===== src/rtl/febe_pkg.sv =====
package febe_pkg;
    localparam int CFG_W  = 8;
    localparam int CODE_W = 3;

    localparam logic [CODE_W-1:0] CODE_CLEAN  = '1;
    localparam logic [CODE_W-1:0] CODE_ERRORED = '0;

    typedef struct packed {
        logic [CODE_W-1:0] forced_code;
        logic              force_en;
        logic              pbit_ctl;
        logic [2:0]        mbit_mask;
    } cfg_t;
endpackage


===== src/rtl/febe_cfg_reg.sv =====
module febe_cfg_reg
    import febe_pkg::*;
(
    input  logic             clk,
    input  logic             rst_n,
    input  logic             we,
    input  logic [CFG_W-1:0] wdata,
    output cfg_t             cfg
);
    typedef struct packed {
        cfg_t cfg;
    } state_t;

    state_t st_d, st_q;

    always_comb begin
        st_d = st_q;
        if (we) st_d.cfg = cfg_t'(wdata);
    end

    always_ff @(posedge clk) begin
        if (!rst_n) st_q <= '0;
        else        st_q <= st_d;
    end

    assign cfg = st_q.cfg;

    a_r2_readback: assert property (@(posedge clk) disable iff (!rst_n)
        we |=> (cfg == cfg_t'($past(wdata))));
endmodule


===== src/rtl/febe_err_acc.sv =====
module febe_err_acc #(
    parameter int MAX_PEND = 7
) (
    input  logic clk,
    input  logic rst_n,
    input  logic err_ev,
    input  logic take,
    output logic pending
);
    localparam int CNT_W = $clog2(MAX_PEND + 1);
    localparam logic [CNT_W-1:0] CNT_MAX = CNT_W'(MAX_PEND);

    typedef struct packed {
        logic [CNT_W-1:0] cnt;
    } state_t;

    state_t st_d, st_q;
    logic   dec;

    always_comb begin
        st_d = st_q;
        dec  = take && (st_q.cnt != '0);
        if (dec && !err_ev)
            st_d.cnt = st_q.cnt - 1'b1;
        else if (err_ev && !dec && (st_q.cnt != CNT_MAX))
            st_d.cnt = st_q.cnt + 1'b1;
    end

    always_ff @(posedge clk) begin
        if (!rst_n) st_q <= '0;
        else        st_q <= st_d;
    end

    assign pending = (st_q.cnt != '0);

    // the count holds at its ceiling when more errors arrive
    a_r9_saturate: assert property (@(posedge clk) disable iff (!rst_n)
        (st_q.cnt == CNT_MAX && err_ev && !take) |=> (st_q.cnt == CNT_MAX));
    // a strobe always consumes one pending entry
    a_r11_drain: assert property (@(posedge clk) disable iff (!rst_n)
        (take && !err_ev && st_q.cnt != '0) |=> (st_q.cnt == $past(st_q.cnt) - 1'b1));
endmodule


===== src/rtl/febe_code_sel.sv =====
module febe_code_sel
    import febe_pkg::*;
(
    input  logic              clk,
    input  logic              rst_n,
    input  logic              tx_sof,
    input  logic              force_en,
    input  logic [CODE_W-1:0] forced_code,
    input  logic              pending,
    output logic [CODE_W-1:0] code,
    output logic              valid
);
    typedef struct packed {
        logic [CODE_W-1:0] code;
        logic              valid;
    } state_t;

    state_t st_d, st_q;

    always_comb begin
        st_d       = st_q;
        st_d.valid = tx_sof;
        if (tx_sof) begin
            if (force_en)     st_d.code = forced_code;
            else if (pending) st_d.code = CODE_ERRORED;
            else              st_d.code = CODE_CLEAN;
        end
    end

    always_ff @(posedge clk) begin
        if (!rst_n) begin
            st_q.code  <= CODE_CLEAN;
            st_q.valid <= 1'b0;
        end else begin
            st_q <= st_d;
        end
    end

    assign code  = st_q.code;
    assign valid = st_q.valid;

    a_r4_hold: assert property (@(posedge clk) disable iff (!rst_n)
        !tx_sof |=> $stable(code));
endmodule


===== src/rtl/febe_gen.sv =====
module febe_gen
    import febe_pkg::*;
#(
    parameter int MAX_PEND = 7
) (
    input  logic              clk,
    input  logic              rst_n,
    input  logic              cfg_we,
    input  logic [CFG_W-1:0]  cfg_wdata,
    output logic [CFG_W-1:0]  cfg_rdata,
    input  logic              rx_eof,
    input  logic              rx_f_err,
    input  logic              rx_m_err,
    input  logic              rx_cp_err,
    input  logic              tx_sof,
    output logic [CODE_W-1:0] febe_code,
    output logic              febe_valid
);
    cfg_t cfg;
    logic err_ev;
    logic pending;

    assign err_ev    = rx_eof && (rx_f_err || rx_m_err || rx_cp_err);
    assign cfg_rdata = CFG_W'(cfg);

    febe_cfg_reg i_cfg (
        .clk   (clk),
        .rst_n (rst_n),
        .we    (cfg_we),
        .wdata (cfg_wdata),
        .cfg   (cfg)
    );

    febe_err_acc #(.MAX_PEND(MAX_PEND)) i_acc (
        .clk     (clk),
        .rst_n   (rst_n),
        .err_ev  (err_ev),
        .take    (tx_sof),
        .pending (pending)
    );

    febe_code_sel i_sel (
        .clk         (clk),
        .rst_n       (rst_n),
        .tx_sof      (tx_sof),
        .force_en    (cfg.force_en),
        .forced_code (cfg.forced_code),
        .pending     (pending),
        .code        (febe_code),
        .valid       (febe_valid)
    );

    a_r5_valid_on_sof: assert property (@(posedge clk) disable iff (!rst_n)
        tx_sof |=> febe_valid);
    a_r5_valid_only_sof: assert property (@(posedge clk) disable iff (!rst_n)
        !tx_sof |=> !febe_valid);
    a_r6_forced: assert property (@(posedge clk) disable iff (!rst_n)
        (tx_sof && cfg_rdata[4]) |=> (febe_code == $past(cfg_rdata[7:5])));
    a_r7_clean: assert property (@(posedge clk) disable iff (!rst_n)
        (tx_sof && !cfg_rdata[4] && !pending) |=> (febe_code == 3'b111));
endmodule


===== config.mk =====
export PLATFORM = sky130hd
export DESIGN_NAME = febe_gen
export DESIGN_NICKNAME = d
export VERILOG_FILES = /design/src/rtl/febe_pkg.sv /design/src/rtl/febe_cfg_reg.sv /design/src/rtl/febe_err_acc.sv /design/src/rtl/febe_code_sel.sv /design/src/rtl/febe_gen.sv
export SDC_FILE = /design/constraint.sdc
export NUM_CORES = 1
export LEC_CHECK = 0
export BUFFER_PORTS_ARGS = -buffer_cell sky130_fd_sc_hd__buf_2
export CAP_MARGIN = 20
export CORE_MARGIN = 2
export CORE_UTILIZATION = 30
export CTS_CLUSTER_DIAMETER = 200
export DETAILED_ROUTE_END_ITERATION = 6
export GPL_ROUTABILITY_DRIVEN = 0
export PLACE_DENSITY = 0.63
export SYNTH_ARGS = -nofsm -noshare
export SYNTH_HDL_FRONTEND = slang
export SYNTH_HIERARCHICAL = 1
export SYNTH_SLANG_ARGS = --single-unit
export TNS_END_PERCENT = 30

===== constraint.sdc =====
create_clock -name clk -period 2.9 [get_ports clk]
set_clock_uncertainty 0.1 [all_clocks]
set_input_delay 0.435 -clock clk [delete_from_list [all_inputs] [get_ports clk]]
set_output_delay 0.435 -clock clk [all_outputs]
set_load 0.02 [all_outputs]

* Word level (Yosys, flattened, before mapping)
Cells that the tools add are included.
Operators by class: add/sub/neg operators 2, eq/ne operators 1, multiplexer cells 4, reductions and logical operators 11
Operators with widths (count):
- $mux 3 | 4
- $logic_and 1x1->1 | 5
- $add 3x1->3 const B | 1
- $ne 3x3->1 const B | 1
- $reduce_bool 3->1 | 1
- $sub 3x1->3 const B | 1
- $logic_not 1->1 | 2
- $logic_or 1x1->1 | 2
- $reduce_bool 2->1 | 1
Storage, ports and cells: bits in registers 15, output and inout bits 12, logic and storage cells 25

* Depth between registers and ports, before layout
word-level depth 7, depth in mapped cells 8, gate-level depth less buffers 8

* By module
Netlist, hierarchy kept.
By module, submodules not included:
- febe_err_acc | instances 1, cells each 42, area each 321.6 sq um, sequential area each 60.1 sq um
- febe_cfg_reg | instances 1, cells each 25, area each 301.5 sq um, sequential area each 160.2 sq um
- febe_code_sel | instances 1, cells each 15, area each 143.9 sq um, sequential area each 80.1 sq um
- febe_gen | instances 1, cells each 1, area each 8.8 sq um, sequential area each 0.0 sq um

* Worst setup path after synthesis
No wires, ideal clock.
kind input-to-reg, start point input port rx_m_err, end point register i_acc/st_q[1] (netlist name), setup time 0.130 ns, arrival time 1.985 ns, slack 0.685 ns, stages 7, buffers on the path 0, path through o31a_1 > and2b_1 > nand2_1 > fa_1 > o21ai_1 > a222oi_1 > a21boi_1
Between the ends: cells in the longest elaborated chain, start to end 6, elaborated cells on any way between the ends 9
Ends and longest elaborated chain:
- from (decl) | RTL line febe_gen.sv:13 | input logic rx_m_err,
- $logic_or 1x1->1 * (2 in a row) | RTL line febe_gen.sv:23 | assign err_ev = rx_eof && (rx_f_err || rx_m_err || rx_cp_err);
- $logic_and 1x1->1 * | RTL line febe_gen.sv:23
- $logic_not 1->1 or $logic_and 1x1->1 (tied branches) | RTL line febe_err_acc.sv:23, febe_err_acc.sv:25
- $logic_and 1x1->1, on equally long branches | RTL line febe_err_acc.sv:23, febe_err_acc.sv:25
- $mux 3 or $reduce_bool 2->1 (tied branches)
- to (signal assigned) | RTL line febe_err_acc.sv:31 | else st_q <= st_d;
- to (decl) | RTL line febe_err_acc.sv:17 | state_t st_d, st_q;
Mark *: on every way between the ends. The rest lies on a longest branch, timed or not. A chain may end at the register's enable or synchronous reset.

* Worst setup path after layout
start point input port rx_m_err, end point register i_acc/st_q[1] (netlist name)
Between the ends: cells in the longest elaborated chain, start to end 6, elaborated cells on any way between the ends 9
Ends and longest elaborated chain:
- $logic_or 1x1->1 * (2 in a row) | RTL line febe_gen.sv:23
- $logic_and 1x1->1 * | RTL line febe_gen.sv:23
- via err_ev | RTL line febe_gen.sv:20 | logic err_ev;
- $logic_not 1->1 or $logic_and 1x1->1 (tied branches) | RTL line febe_err_acc.sv:23, febe_err_acc.sv:25
- $logic_and 1x1->1, on equally long branches | RTL line febe_err_acc.sv:23, febe_err_acc.sv:25
- $mux 3 or $reduce_bool 2->1 (tied branches)
The timed path passes the listed nets; every way through them passes the cells marked *.

==> results.py <==
metrics = {
    "run_status": {
        "outcome": "finished, final reports clean",
    },
    "route": {
        "drc": 0,
        "dr.pass1.iters": 4,
        "routed_wirelength_um": 1540,
        "antenna_left": 0,
        "post_drt_wl_per_cell_um": 10.9,
        "viasPerCell": 4.94,
        "vias": 696,
        "drtIter0Drc": 3,
    },
    "worst_setup_path": {
        "cp.required_ns": 2.97,
        "critPathBufInv": 1,
        "max_stage_delay_ns": 0.54,
        "slowest_stage": "fa_1",
        "crit_family": "compound AO/OA/AOI/OAI gates",
        "crit_fanout": 11,
        "crit_path_cell_trace": "buf_2 -> o31a_1 -> and2b_1 -> nand2_1 -> fa_1 -> o21ai_1 -> a222oi_1 -> a21boi_1",
        "cp-start-kind": "input pin",
        "worst-setup-path-type": "in -> reg",
        "endpoint_kind": "flip-flop",
        "critPathArrivalTime_ns": 2.30,
    },
    "synth": {
        "syn_nets": 100,
        "netlist_area_um2": 776,
        "synth_area_leader_cell": "dfxtp_1",
        "netlist_instances": 83,
        "yosysWarnings": 6,
        "yosysTopAreaCellShare": 0.387,
        "ys_seq_area_frac": 0.387,
        "synthTopCellsByArea": "dfxtp_1 39%, mux2i_1 10%, nor2b_1 8.1%, a32oi_1 3.4%, and4bb_1 3.2%",
        "synth_seq_cells": 15,
        "synth.distinct_cells": 31,
        "avgSynthCellArea_um2": 9.35,
    },
    "floorplanning": {
        "rows": 18,
        "start_util": 0.316,
        "die_area_um2": 3010,
        "die_w_um": 54.9,
        "die-height_um": 54.9,
        "ioPinCount": 28,
        "core_area_um2": 2450,
    },
    "pwr": {
        "pwr_density_cell_nw_per_um2": 587,
        "p_leak_nw": 0.419,
        "ir_worst_vdd_mv": 0.256,
    },
    "clock_tree": {
        "cts.clk_slew.worst_paths_ns": 0.09,
        "htreeDepth": 1,
        "ctsHoldBuffers": 0,
        "cts-resized-gates": 0,
        "post-cts-setup-buffers": 0,
        "cts_buffer_depth": 2,
        "numCtsBuffers": 3,
        "cts_tree": "yes",
        "clock_latency_ns": 0.28,
        "cts.sink_count": 15,
        "cts_root_buf": "clkbuf_4",
    },
    "run": {
        "max_cap_violations": 0,
    },
    "timing": {
        "rsz0062_at_grt": "no",
        "max_slew.worst_pin.slew_ns": 0.348,
        "worst_slack_ns": 0.665,
        "slew_headroom": 0.768,
        "setup_tns_ns": 0,
        "slew_viol_final": 0,
        "timing.fmax_ghz": 0.448,
        "min_period_ns": 2.23,
        "setup_viol": 0,
        "layout_worst_path_cycle_share": 0.771,
        "finalHoldViolCount": 0,
    },
    "grt": {
        "grt_use_total": 0.120,
        "grt_pass1_vias": 639,
        "grt_pass1_wl_um": 2570,
        "grt_max_degree": 19,
        "overflow": 0,
        "antenna_found_initial": 0,
    },
    "cells_and_area": {
        "final_area_um2": 945,
        "antenna_cells": 0,
        "drive_above_1_share": 0.288,
        "fill_cells": 258,
        "layout.nets": 129,
        "utilization": 0.385,
        "area_growth_pct": 21.8,
        "fin_cells": 141,
    },
    "placed_design": {
        "pre_cts_ws_ns": 0.372,
        "placed_area_um2": 918,
        "portBuffers": 27,
        "dp_hpwl_um": 1150,
        "dp_cells": 137,
    },
    "hold_path": {
        "min_path_type": "in -> reg",
    },
}
==> cells by family after synthesis <==
group                      synth area share
AOI/OAI and AO/OA                     0.185
buffers and inverters                0.0532
xor gates and xnor gates             0.0113
adders and majority gates            0.0258
DFF                                   0.387
muxes                                 0.103
and+or+nand+nor                       0.234
==> layout by cell type, fill, tap and decap left out, types with 2 or more instances in the layout <==
master	instances
a21boi_1	2
a32oi_1	3
and4bb_1	2
buf_2	27
clkbuf_4	3
dfxtp_1	15
inv_1	2
mux2i_1	8
nand2_1	6
nand3_1	2
nor2_1	5
nor2b_1	10
o21ai_0	4
o21ai_1	4
==> sequential cells by signal (all words and copies together) (netlist names) <==
register and cells:
i_acc/st_q 3, i_cfg/cfg 8, i_sel/code 3, i_sel/valid 1
==> routing by layer <==
metal / GRT usage / vias to the layer above / part of all wire
li1: - / 353 / -
met1: 0.156 / 314 / 0.46
met2: 0.188 / 26 / 0.45
met3: 0.0164 / 3 / 0.066
met4: 0.0667 / 0 / 0.019
met5: 0 / - / 0
==> layout make-up <==
cell class	count	area [um2]	area share
sequential	15	300	0.318
multi-input combinational	62	434	0.460
tap	30	37.5	0.0397
inverter	3	11.3	0.0119
timing repair buffer	27	135	0.143
clock buffer	4	26.3	0.0278
==> path summary, 6_finish.rpt <==
path              slack (ns)                        from                    endpoint  depth (start not counted)
hold reg to reg         0.41  i_sel/code[0]$_SDFFE_PN1P_  i_sel/code[0]$_SDFFE_PN1P_                          2
hold / removal          0.30                cfg_wdata[1]   i_cfg/cfg[1]$_SDFFE_PN0P_                          3
setup / recovery        0.67                    rx_m_err  i_acc/st_q[1]$_SDFFE_PN0P_                          8
setup reg to reg        0.85  i_acc/st_q[1]$_SDFFE_PN0P_  i_acc/st_q[1]$_SDFFE_PN0P_                          7
==> synth_stat cells (all sizes together) <==
master / number
dfxtp: 15
nor2b: 10
mux2i: 8
o21ai: 8
nand2: 6
nor2: 5
a32oi: 3
buf: 3
inv: 3
a21boi: 2
and4bb: 2
nand3: 2
a21o: 1
a21oi: 1
a221oi: 1
a222oi: 1
and2: 1
and2b: 1
and3b: 1
fa: 1
nand2b: 1
nor3: 1
o211ai: 1
o21a: 1
o31a: 1
o31ai: 1
or2: 1
xor2: 1
==> tightest hold or removal path, stage by stage <==
cell and delay [ns]:
buf_2 0.07, mux2i_1 0.05, nor2b_1 0.09
==> through the flow <==
| stage | hold slack, ns | total power [mW] |
|---|---|---|
| detailed placement | 0.390 | 0.438 |
| finish | 0.302 | 0.555 |
| global placement | 0.385 | 0.437 |
| global route | 0.323 | 0.593 |
| CTS | 0.294 | 0.562 |
| floorplan | 0.422 | 0.394 |
==> power by group <==
group	internal [mW]	total [mW]	switching, mW
Sequential	0.231	0.258	0.0271
Clock	0.0535	0.119	0.0655
Combinational	0.0831	0.177	0.0944
Total	0.368	0.555	0.187
Power figures use the tool's default switching activity.
